--- config.mk ---
export PLATFORM = sky130hd
export DESIGN_NAME = sponge_pad_buffer
export DESIGN_NICKNAME = d
export VERILOG_FILES = /design/src/rtl/sponge_pad_buffer.sv
export SDC_FILE = /design/constraint.sdc
export NUM_CORES = 1
export LEC_CHECK = 0
export ABC_AREA = 1
export BUFFER_PORTS_ARGS = -buffer_cell sky130_fd_sc_hd__clkbuf_2
export CAP_MARGIN = 20
export CORE_AREA = 2 2 256 258
export DETAILED_ROUTE_END_ITERATION = 7
export DIE_AREA = 0 0 258 260
export PLACE_DENSITY = 0.67
export SYNTH_ARGS = -nofsm -noshare
export SYNTH_HDL_FRONTEND = slang
export SYNTH_SLANG_ARGS = --single-unit
--- constraint.sdc ---
create_clock -name clk -period 3.73 [get_ports clk]
set_clock_uncertainty 0.05 [all_clocks]
set_input_delay 0.746 -clock clk [delete_from_list [all_inputs] [get_ports clk]]
set_output_delay 0.746 -clock clk [all_outputs]
set_load 0.05 [all_outputs]
--- src/rtl/sponge_pad_buffer.sv ---
module sponge_pad_buffer #(
  parameter int WORD_W = 64,
  parameter int RATE_W = 576
) (
  input  logic                     clk,
  input  logic                     rst_n,
  input  logic                     in_valid,
  output logic                     in_ready,
  input  logic [WORD_W-1:0]        in_word,
  input  logic                     in_last,
  input  logic [$clog2(WORD_W/8)-1:0] in_nbytes,
  output logic                     out_valid,
  output logic [RATE_W-1:0]        out_data,
  output logic                     out_last,
  input  logic                     out_ack
);
  localparam int WORDS      = RATE_W / WORD_W;
  localparam int WBYTES     = WORD_W / 8;
  localparam int RBYTES     = RATE_W / 8;
  localparam int IDX_W      = $clog2(WORDS);
  localparam int NB_W       = $clog2(WBYTES) + 1;
  localparam int POS_W      = $clog2(RBYTES + 1);
  localparam logic [RATE_W-1:0] TOP_BIT  = {1'b1, {(RATE_W-1){1'b0}}};
  localparam logic [RATE_W-1:0] DOM_BYTE = RATE_W'(8'h06);

  logic [RATE_W-1:0] buf_q;
  logic [IDX_W-1:0]  idx_q;
  logic              valid_q, last_q, pend_q;

  logic [NB_W-1:0]   nb_eff;
  logic [WORD_W-1:0] word_m;
  logic [RATE_W-1:0] placed, dom;
  logic [POS_W-1:0]  pad_pos;
  logic              accept, at_edge, full_now;

  assign nb_eff = (in_nbytes == '0) ? NB_W'(WBYTES) : NB_W'(in_nbytes);

  for (genvar k = 0; k < WBYTES; k++) begin : g_mask
    assign word_m[8*k +: 8] = (!in_last || (NB_W'(k) < nb_eff)) ? in_word[8*k +: 8] : 8'h00;
  end

  assign placed   = RATE_W'(word_m) << (32'(idx_q) * WORD_W);
  assign pad_pos  = POS_W'(idx_q) * POS_W'(WBYTES) + POS_W'(nb_eff);
  assign at_edge  = (pad_pos == POS_W'(RBYTES));
  assign dom      = DOM_BYTE << (32'(pad_pos) * 8);
  assign full_now = (idx_q == IDX_W'(WORDS - 1));
  assign in_ready = !valid_q;
  assign accept   = in_valid && in_ready;

  assign out_valid = valid_q;
  assign out_data  = buf_q;
  assign out_last  = last_q;

  always_ff @(posedge clk) begin
    if (!rst_n) begin
      buf_q   <= '0;
      idx_q   <= '0;
      valid_q <= 1'b0;
      last_q  <= 1'b0;
      pend_q  <= 1'b0;
    end else if (valid_q && out_ack) begin
      idx_q <= '0;
      if (pend_q) begin
        buf_q   <= DOM_BYTE | TOP_BIT;
        valid_q <= 1'b1;
        last_q  <= 1'b1;
        pend_q  <= 1'b0;
      end else begin
        buf_q   <= '0;
        valid_q <= 1'b0;
        last_q  <= 1'b0;
      end
    end else if (accept) begin
      if (in_last) begin
        idx_q   <= '0;
        valid_q <= 1'b1;
        if (at_edge) begin
          buf_q  <= buf_q | placed;
          last_q <= 1'b0;
          pend_q <= 1'b1;
        end else begin
          buf_q  <= buf_q | placed | dom | TOP_BIT;
          last_q <= 1'b1;
        end
      end else begin
        buf_q <= buf_q | placed;
        if (full_now) begin
          idx_q   <= '0;
          valid_q <= 1'b1;
          last_q  <= 1'b0;
        end else begin
          idx_q <= idx_q + 1'b1;
        end
      end
    end
  end
endmodule


* Word-level counts from Yosys, hierarchy flattened *
Index checks and enable logic that the tools add are counted.

storage, ports and cells
  flip-flop bits (word level) = 583
  input bits = 72
  output and inout bits = 579
  logic and storage cells = 66

cells by class
  add/subtract/negate cells = 2
  order comparisons = 8
  equal/unequal tests = 2
  shift-type cells = 2
  muxes and demuxes = 26
  bitwise logic cells = 3
  reductions and logical operators = 18

operator list
  operator                                             number
  two-way mux 576 bit                                  5
  bitwise OR 576 bit                                   1
  << shifter 64 x 10 -> 576 bit                        1
  bitwise OR 575 bit                                   1
  << shifter 3 x 10 -> 575 bit (first input constant)  1
  two-way mux 8 bit                                    8
  < comparator 3 x 4 -> 1 bit (first input constant)   4
  two-way mux 4 bit                                    3
  two-way mux 1 bit                                    10
  logical OR 1 bit                                     8
  < comparator 1 x 4 -> 1 bit (first input constant)   2
  < comparator 2 x 4 -> 1 bit (first input constant)   2
  adder 7 x 4 -> 7 bit                                 1
  == test 7 bit (second input constant)                1
  adder 4 x 1 -> 4 bit (second input constant)         1
  == test 4 bit (second input constant)                1
  zero test 3 bit                                      1
  AND reduction 3 bit                                  1
  nonzero test 3 bit                                   1
  logical AND 1 bit                                    2
  zero test 1 bit                                      2
  AND reduction 2 bit                                  1
  nonzero test 2 bit                                   1
  OR reduction 2 bit                                   1
  inverter 1 bit                                       1

* Longest topological paths before layout *
Gate-level depths: netlist of run 1.

  word-level depth = 12
  mapped depth = 16
  depth with buffers taken out = 15

* Least setup slack after synthesis of run 1 *
Ideal clock, no wire load.

  kind = input port to flip-flop
  from = in in_nbytes[0]
  to = reg buf_q[529] (netlist: out_data[529])
  arrival = 2692 ps
  setup slack = 909 ps
  stages = 13
  cell sequence = buf_4 -> nor2_4 -> nand2_2 -> inv_1 -> ha_1 -> ha_1 -> inv_1 -> buf_2 -> buf_1 -> nand4_1 -> nor2_1 -> nand3b_1 -> o211ai_1

on the way
  cells in the longest elaborated chain, start to end = 12
  elaborated cells between the ends (all ways) = 15

ends and longest elaborated chain
  item                           RTL line  RTL
  start: declaration             11        input logic [$clog2(WORD_W/8)-1:0] in_nbytes,
  zero test 3 bit                36        assign nb_eff = (in_nbytes == '0) ? NB_W'(WBYTES) : NB_W'(in_nbytes);
  two-way mux 4 bit *            36
  < comparator 2 x 4 -> 1 bit    39        assign word_m[8*k +: 8] = (!in_last || (NB_W'(k) < nb_eff)) ? in_word[8*k +: 8] : 8'h00;
  logical OR 1 bit               39
  two-way mux 8 bit              39
  << shifter 64 x 10 -> 576 bit  42        assign placed = RATE_W'(word_m) << (32'(idx_q) * WORD_W);
  bitwise OR 576 bit             78, 86
  bitwise OR 575 bit             82        buf_q <= buf_q | placed | dom | TOP_BIT;
  two-way mux 576 bit            77        if (at_edge) begin
  two-way mux 576 bit *          74        if (in_last) begin
  two-way mux 576 bit *          73        end else if (accept) begin
  two-way mux 576 bit *          61        end else if (valid_q && out_ack) begin
  end signal: assignment         64        buf_q <= DOM_BYTE | TOP_BIT;
  end signal: assignment         78        buf_q <= buf_q | placed;
  end signal: assignment         82
  end: declaration               26        logic [RATE_W-1:0] buf_q;

Every way passes the cells marked *; elsewhere a longest branch is shown, timed or not. The select of a mux whose other input is x is not followed.
A chain may end at the register's enable or synchronous reset.

* Worst setup path after layout of run 1 *
  from = in in_nbytes[1]
  to = reg buf_q[305] (netlist: out_data[305])

on the way
  cells in the longest elaborated chain, start to end = 12
  elaborated cells between the ends (all ways) = 15

ends and longest elaborated chain
  item                           RTL line
  zero test 3 bit                36
  two-way mux 4 bit *            36
  < comparator 3 x 4 -> 1 bit    39
  logical OR 1 bit               39
  two-way mux 8 bit              39
  << shifter 64 x 10 -> 576 bit  42
  bitwise OR 576 bit             78, 86
  bitwise OR 575 bit             82
  two-way mux 576 bit            77
  two-way mux 576 bit *          74
  two-way mux 576 bit *          73
  two-way mux 576 bit *          61

Marked as above.

==> results of run 1 <==
synthesized netlist by cell type (all sizes together) (12+ instances only):
master and count:
nand3 143, a22o 12, o21ai 416, buf 94
nand2 647, inv 80, nor2 358, clkbuf 131
a31oi 22, a21oi 85, nand4 175, nor3 22
dfxtp 583
report_power, final:
part           switching [W]  leakage, nW  total, W  internal [W]
registers          0.0000701         4.71   0.00640       0.00633
logic                0.00130         6.21   0.00159      0.000292
clock network        0.00265         1.04   0.00639       0.00374
area by class of cell:
type	count	area [um^2]	area share, %
Antenna cell	1	2.50	0.00894
Clock inverter	24	297	1.06
Inverter	83	327	1.17
Sequential cell	583	11700	41.7
Timing Repair Buffer	712	3840	13.7
Tap cell	855	1070	3.82
Multi-Input combinational cell	1929	8950	32.0
Clock buffer	90	1830	6.52
cell usage in the layout (no fill, tap or decap), drive strengths merged, types with 4 or more instances in the layout:
cell type and instances:
clkbuf 740, nand2 647, dfxtp 583, o21ai 416, nor2 358, nand4 175
nand3 143, a21oi 85, inv 81, buf 62, a31oi 22, nor3 22
clkinv 18, a22o 12, o31ai 8, o211ai 8, a22oi 7, bufinv 5
ha 4
metal layers:
| metal | vias up | share of wire [%] | GRT usage (%) |
|---|---|---|---|
| li1 | 10574 | - | - |
| met1 | 10927 | 38 | 35.6 |
| met2 | 1266 | 47 | 49.2 |
| met3 | 271 | 9.2 | 6.67 |
| met4 | 2 | 5.6 | 14.8 |
| met5 | - | 0.0068 | 0 |
state kept, by name, summed over array words and instances, names as in the netlist:
| name | cells |
|---|---|
| out_data | 576 |
| out_valid | 1 |
| out_last | 1 |
| idx_q | 4 |
| pend_q | 1 |
final timing paths:
path | startpoint | endpoint | slack, ns
setup reg to reg | idx_q[2]$_SDFFE_PP0P_ | out_data[482]$_SDFFE_PN0P_ | 1.21
hold reg to reg | out_data[326]$_SDFFE_PN0P_ | out_data[326]$_SDFFE_PN0P_ | 0.40
hold / removal | out_data[326]$_SDFFE_PN0P_ | out_data[326]$_SDFFE_PN0P_ | 0.40
setup / recovery | in_nbytes[1] | out_data[305]$_SDFFE_PN0P_ | 1.01
stage by stage:
| step | worst slack, ns | instances |
|---|---|---|
| floorplan | 0.909 | 2820 |
| global placement | 0.502 | 4162 |
| detailed placement | 0.477 | 4162 |
| CTS | 1.12 | 4276 |
| global route | 0.876 | 4277 |
| finish | 1.01 | 4277 |
tightest hold or removal path: stages, from the launching register on:
cell and delay (ns):
dfxtp_1 0.31, inv_1 0.05, a21oi_1 0.05
logic make-up (layout without fill, tap and decap cells):
family,Yosys count,in the layout,synth area share (%)
AOI/OAI and AO/OA,568,568,13.7
buffers and inverters,308,909,5.81
adders and majority gates,4,4,0.229
other,0,1,0
and+or+nand+nor,1355,1355,26.7
xor gates and xnor gates,2,2,0.0802
DFF,583,583,53.4
==> results_dict.tcl, run 1 <==
set metrics [dict create \
    outcome "finished clean" \
    grt_first_pass_wirelength_um 148000 \
    cts_tree "built" \
    portBuffers 650 \
    rows 93 \
    synth_nets 2896 \
    syn_area_per_cell_um2 7.75 \
    io_pins 651 \
    path_clk_slew_ns 0.06 \
    syn_inst 2820 \
    grt_remaining_overflow 0 \
    grtUsageTotal_pct 29.4 \
    dp_hpwl_um 73700 \
    ant_nets 0 \
    grt_pass1_vias 21501 \
    final_util_pct 43.7 \
    ys_seq_area_share_pct 53.4 \
    placed_cell_area_mm2 0.0259 \
    insertion_delay_ns 0.61 \
    synth_area_leaders "dfxtp_1, nand2_1, o21ai_0" \
    cp_max_fo 10 \
    tns_ns 0 \
    cts_buffer_depth 3 \
    totalPowerFinal_w 0.0144 \
    ys_types 43 \
    yosysTopAreaCellShare_pct 53.4 \
    start_util_pct 34.1 \
    cts.htree.levels 2 \
    drt_iter0_drc 2586 \
    cts_root_buf "clkbuf_16" \
    nFillCells 6577 \
    die_w_um 258 \
    ys_warn_count 0 \
    antenna_found_initial 2 \
    fin_crit_sh_pct 72.9 \
    coreArea_mm2 0.0641 \
    timing.fmax_ghz 0.368 \
    via_per_inst 5.39 \
    syn_area_mm2 0.0219 \
    synthArstFlopShare_pct 0 \
    tightest_slew_ns 1.07 \
    gp_congestion 0.952 \
    grt_max_degree 100 \
    final_area_mm2 0.0280 \
    whs_path_depth 2 \
    drt-total-wl_um 103000 \
    layout-drive-gt1-share_pct 25.0 \
    path_class "in2reg" \
    peakVddDrop_uv 385 \
    rsz0062_at_grt "no" \
    crit_path_cell_trace "clkbuf_2 > nor2_4 > nand2_2 > inv_1 > ha_1 > ha_1 > inv_1 > nand2_1 > nand2_1 > inv_2 > nand3_2 > inv_2 > nand3_1 > nand3_1 > nand2_1 > inv_1" \
    cts_sinks 583 \
    endpoint_kind "flop" \
    start_kind "input port" \
    critPathArrivalTime_ns 3.22 \
    postCtsSetupBuffers 0 \
    cap_violations 0 \
    finalWorstPathRequiredPeriod_ns 2.72 \
    synth_edf_count 0 \
    dr.pass1.iters 6 \
    required_ns 4.23 \
    drc 0 \
    die_h_um 260 \
    ys_seq_elements 583 \
    area_growth_syn_to_layout_pct 28.1 \
    cts_resized 0 \
    hold_violations 0 \
    num_vias 23040 \
    power_density_mw_per_mm2 513 \
    synth_top_area_cell "dfxtp_1" \
    cpPeakStageDelay_ns 0.38 \
    hold_ws_ns 0.402 \
    reg2reg_depth 10 \
    crit_cells 16 \
    setup_violations 0 \
    cts_buffers 61 \
    maxSlewHeadroom_pct 28.5 \
    wl_per_cell_um 24.2 \
    cts_hold_buf 0 \
    path_buf_inv 6 \
    critPathTopFamily "simple AND/OR/NAND/NOR gates" \
    slew_violations 0 \
    final_nets 3446 \
    p_leak_nw 12.0 \
    dieArea_mm2 0.0671 \
    hp-class "reg2reg" \
    slowest_stage "inv_2" \
    yosys_most_used_dff "dfxtp_1" \
]
Note: power is estimated with default switching activity, not from simulation.
==> run 2, diff against run 1 <==
Settings changed: CORE_AREA 2 2 256 258 to 2 2 253 255, DIE_AREA 0 0 258 260 to 0 0 255 257, PLACE_DENSITY 0.67 to 0.7.
Clock period 3.73 ns to 2.28 ns, I/O delays scaled along.
==> results_dict.tcl, run 2 (synthesis gave the netlist of run 1 again) <==
set metrics [dict create \
    layout_commonest_cell "clkbuf_2" \
    fin_crit_sh_pct 94.0 \
    cts_hold_buf 0 \
    grt_remaining_overflow 0 \
    ant_nets 0 \
    dp_cells 4258 \
    dp_hpwl_um 75500 \
    final_util_pct 46.6 \
    rows 92 \
    outcome "finished clean" \
    critPathArrivalTime_ns 2.54 \
    grt_max_degree 102 \
    grt_pass1_vias 21702 \
    area_growth_syn_to_layout_pct 33.7 \
    power_density_mw_per_mm2 834 \
    cts_sinks 583 \
    cts_resized 0 \
    layout-drive-gt1-share_pct 27.3 \
    peakVddDrop_uv 494 \
    setup_violations 0 \
    portBuffers 650 \
    finalWorstPathRequiredPeriod_ns 2.14 \
    totalPowerFinal_w 0.0244 \
    regArea_mm2 0.0117 \
    endpoint_kind "flop" \
    path_clk_slew_ns 0.06 \
    layout_common_cells "clkbuf_2, nand2_1, dfxtp_1, o21ai_0, nor2_1" \
    grtUsageTotal_pct 30.4 \
    hp-class "in2reg" \
    p_leak_nw 12.6 \
    antenna_found_initial 5 \
    slew_violations 0 \
    drt-total-wl_um 104000 \
    insertion_delay_ns 0.62 \
    cp_max_fo 101 \
    cts_buffer_depth 3 \
    largest_register_ffs 576 \
    multi_input_area_mm2 0.00899 \
    maxSlewHeadroom_pct 22.0 \
    cap_violations 0 \
    fin_cells 4377 \
    drt_iter0_drc 2634 \
    start_util_pct 34.8 \
    final_nets 3556 \
    dr.pass1.iters 6 \
    cts.htree.levels 3 \
    die_h_um 257 \
    required_ns 2.68 \
    nFillCells 6290 \
    grt_first_pass_wirelength_um 148000 \
    gp_congestion 0.968 \
    cts_tree "built" \
    io_pins 651 \
    wl_per_cell_um 23.7 \
    via_per_inst 5.42 \
    rsz0062_at_grt "no" \
    drc 0 \
    timing.fmax_ghz 0.466 \
    path_class "reg2reg" \
    cts_buffers 66 \
    die_w_um 255 \
    hold_ws_ns 0.119 \
    cts_root_buf "clkbuf_16" \
    coreArea_mm2 0.0627 \
    start_kind "flop" \
    tightest_slew_ns 1.17 \
    postCtsSetupBuffers 0 \
    hold_violations 0 \
    dieArea_mm2 0.0655 \
    num_vias 23706 \
]
==> run 2: cell types whose count changed in the layout (fill, tap and decap cells not counted), moves of 3 or more <==
cell	change
clkinv_2	-4
inv_16	+3
buf_4	+83
buf_12	+22
clkbuf_1	+5
clkbuf_8	-5
clkbuf_16	+5
==> run 2: routing by layer <==
metal,track usage (%),up-vias,routed length [um],part of all wire [%]
met5,0,-,23,0.022
li1,-,10838,-,-
met4,22.1,4,8520,8.2
met2,47.7,1434,46300,45
met1,35.8,11095,38200,37
met3,7.79,335,10600,10
==> run 2: power by group <==
group / leakage, nW / switching (W) / internal [W]
clock network: 1.10 / 0.00471 / 0.00638
registers: 4.71 / 0.000108 / 0.0104
logic: 6.82 / 0.00216 / 0.000660
total: 12.6 / 0.00698 / 0.0174
==> run 2: worst paths after layout <==
| path | startpoint | endpoint | slack [ns] | cells past startpoint |
|---|---|---|---|---|
| worst max-delay path | out_valid$_SDFFE_PN0P_ | out_data[380]$_SDFFE_PN0P_ | 0.14 | 6 |
| worst min-delay path | in_word[16] | out_data[464]$_SDFFE_PN0P_ | 0.12 | 3 |
| worst max register to register | out_valid$_SDFFE_PN0P_ | out_data[380]$_SDFFE_PN0P_ | 0.14 | 6 |
| worst min register to register | out_data[513]$_SDFFE_PN0P_ | out_data[513]$_SDFFE_PN0P_ | 0.40 | 2 |
==> run 2: stage by stage <==
stage          setup TNS [ns]  cell area, um^2  setup WS, ns
2_1_floorplan         -0.0790            21900       -0.0276
5_1_grt                     0            29200        0.0233
3_3_place_gp           -0.956            27000       -0.0875
6_report                    0            29200         0.136
4_1_cts                     0            29200         0.222
3_5_place_dp            -1.84            27000        -0.127
==> run 2: area by class of cell <==
class	count	share of cell area, %
clock inverter	22	1.19
clock buffer	95	6.51
tap	846	3.62
multi-input combinational	1929	30.8
sequential	583	40.0
antenna	2	0.0171
inverter	83	1.12
timing repair buffer	817	16.8
==> run 2: critical path, stage by stage (launching register included) <==
cell and delay, ns:
dfxtp_1 0.36, inv_2 0.07, nand2_4 0.16, nor2_4 0.09, nand2_8 0.07, buf_4 0.73
o21ai_0 0.28
==> run 3, diff against run 2 <==
--- a/config.mk
+++ b/config.mk
@@ -10,6 +10,6 @@
 export CAP_MARGIN = 20
-export CORE_AREA = 2 2 253 255
+export CORE_AREA = 2 2 256 258
 export DETAILED_ROUTE_END_ITERATION = 7
-export DIE_AREA = 0 0 255 257
-export PLACE_DENSITY = 0.7
+export DIE_AREA = 0 0 258 260
+export PLACE_DENSITY = 0.67
 export SYNTH_ARGS = -nofsm -noshare
@@ -17 +17,2 @@
 export SYNTH_SLANG_ARGS = --single-unit
+export TNS_END_PERCENT = 50
==> constraint.sdc (replaced) <==
create_clock -name clk -period 2.25 [get_ports clk]
set_clock_uncertainty 0.05 [all_clocks]
set_input_delay 0.5625 -clock clk [delete_from_list [all_inputs] [get_ports clk]]
set_output_delay 0.5625 -clock clk [all_outputs]
set_load 0.05 [all_outputs]
==> results_dict.tcl, run 3 (synthesis gave the netlist of run 1 again) <==
set metrics [dict create \
    die_w_um 258 \
    grt_max_degree 106 \
    path_class "reg2out" \
    timing.fmax_ghz 0.470 \
    critPathTopFamily "flip-flops" \
    dr.pass1.iters 5 \
    coreArea_mm2 0.0641 \
    rows 93 \
    cts_hold_buf 0 \
    whs_path_depth 3 \
    via_per_inst 5.36 \
    cts_resized 0 \
    portBuffers 650 \
    drt_iter0_drc 2381 \
    layout_commonest_cell "clkbuf_2" \
    reg2reg_to "out_data[151]$_SDFFE_PN0P_" \
    postCtsSetupBuffers 0 \
    dp_hpwl_um 76500 \
    multi_input_area_mm2 0.00903 \
    critPathArrivalTime_ns 1.51 \
    endpoint_kind "output pin" \
    hp-start "in_word[4]" \
    slowest_stage "dfxtp_1" \
    cts_sinks 583 \
    antenna_found_initial 0 \
    placed_cell_area_mm2 0.0271 \
    maxSlewHeadroom_pct 39.9 \
    num_vias 23539 \
    reg2reg_depth 7 \
    r2r_slack_ns 0.15 \
    cap_violations 0 \
    num_antenna_cells 0 \
    grt_first_pass_wirelength_um 148000 \
    power_density_mw_per_mm2 839 \
    drc 0 \
    start_kind "flop" \
    ant_nets 0 \
    cts_tree "built" \
    start_util_pct 34.1 \
    wl_per_cell_um 23.7 \
    die_h_um 260 \
    path_buf_inv 2 \
    regArea_mm2 0.0117 \
    crit_path_cell_trace "buf_4 > clkbuf_2" \
    drt-total-wl_um 104000 \
    grt_remaining_overflow 0 \
    layout_common_cells "clkbuf_2, nand2_1, dfxtp_1, o21ai_0, nor2_1" \
    hold_violations 0 \
    nFillCells 6483 \
    io_pins 651 \
    final_area_mm2 0.0294 \
    cp_max_fo 3 \
    largest_register_ffs 576 \
    dieArea_mm2 0.0671 \
    layout-drive-gt1-share_pct 27.6 \
    peakVddDrop_uv 442 \
    setup_violations 0 \
    grt_pass1_vias 21598 \
    tns_ns 0 \
    path_clk_slew_ns 0.06 \
    rsz0062_at_grt "no" \
    cts_root_buf "clkbuf_16" \
    final_nets 3565 \
    outcome "finished clean" \
    cts.htree.levels 3 \
    tightest_slew_ns 0.902 \
    min_to "out_data[132]$_SDFFE_PN0P_" \
    cpPeakStageDelay_ns 0.46 \
    finalWorstPathRequiredPeriod_ns 2.13 \
    area_growth_syn_to_layout_pct 34.3 \
    fin_crit_sh_pct 94.6 \
    insertion_delay_ns 0.60 \
    rr_startpoint "idx_q[2]$_SDFFE_PP0P_" \
    p_leak_nw 12.7 \
    gp_congestion 0.971 \
    hp-class "in2reg" \
    slew_violations 0 \
    grtUsageTotal_pct 29.6 \
    cts_buffer_depth 3 \
    cts_buffers 66 \
    startpoint "out_valid$_SDFFE_PN0P_" \
    required_ns 1.64 \
]
[run 3: cell types whose count changed in the layout (fill, tap and decap cells not counted), sizes merged]
cell    delta
bufinv     +2
buf        +9
clkinv     -3
diode      -2
inv        -1
[run 3: area by class of cell]
type,count,area share [%]
clock inverters,20,1.01
well taps,855,3.64
multi-input cells,1929,30.8
flip-flops and latches,583,39.8
repair buffers,826,17.1
clock buffers,95,6.55
inverters,83,1.13
[run 3: layer usage]
metal	vias up	routed length, um	global-route usage [%]	share of wire, %
li1	10830	-	-	-
met1	11154	39400	35.6	38
met2	1317	49400	49.5	47
met3	238	9320	6.21	8.9
met4	0	6090	16.3	5.8
met5	-	0	0	0
[run 3: per-stage QoR]
| step | utilization (%) | hold slack (ns) | total power, W | cells | worst slack, ns |
|---|---|---|---|---|---|
| 2_1_floorplan | - | 0.405 | 0.0124 | 2820 | -0.0219 |
| 3_3_place_gp | 42.3 | 0.387 | 0.0137 | 4276 | -0.266 |
| 3_5_place_dp | 42.3 | 0.391 | 0.0137 | 4276 | -0.282 |
| 4_1_cts | 45.8 | 0.219 | 0.0248 | 4391 | 0.117 |
| 5_1_grt | 45.8 | 0.251 | 0.0253 | 4391 | 0.0632 |
| 6_report | 45.8 | 0.258 | 0.0246 | 4391 | 0.123 |
[run 3: how the worst max path moves through the flow]
stage | to | slack, ns | cells after the start
after floorplan | out_data[530]$_SDFFE_PN0P_ | -0.02 | 13
after global placement | out_data[530]$_SDFFE_PN0P_ | -0.27 | 14
after detailed placement | out_data[538]$_SDFFE_PN0P_ | -0.28 | 15
after CTS | out_valid | 0.12 | 2
after global routing | out_data[538]$_SDFFE_PN0P_ | 0.06 | 10
final | out_valid | 0.12 | 2
[run 3: worst register-to-register path: stages (launching register included)]
cell and delay (ns):
dfxtp_1 0.56, inv_2 0.10, nand2_1 0.22, inv_1 0.13, nand2_1 0.29, inv_2 0.31, a21oi_1 0.25, nor2_1 0.05
[run 3: where the power goes]
group | internal [W] | total (W) | switching, W
combinational | 0.000668 | 0.00286 | 0.00219
sequential | 0.0105 | 0.0106 | 0.000112
clock | 0.00666 | 0.0112 | 0.00449
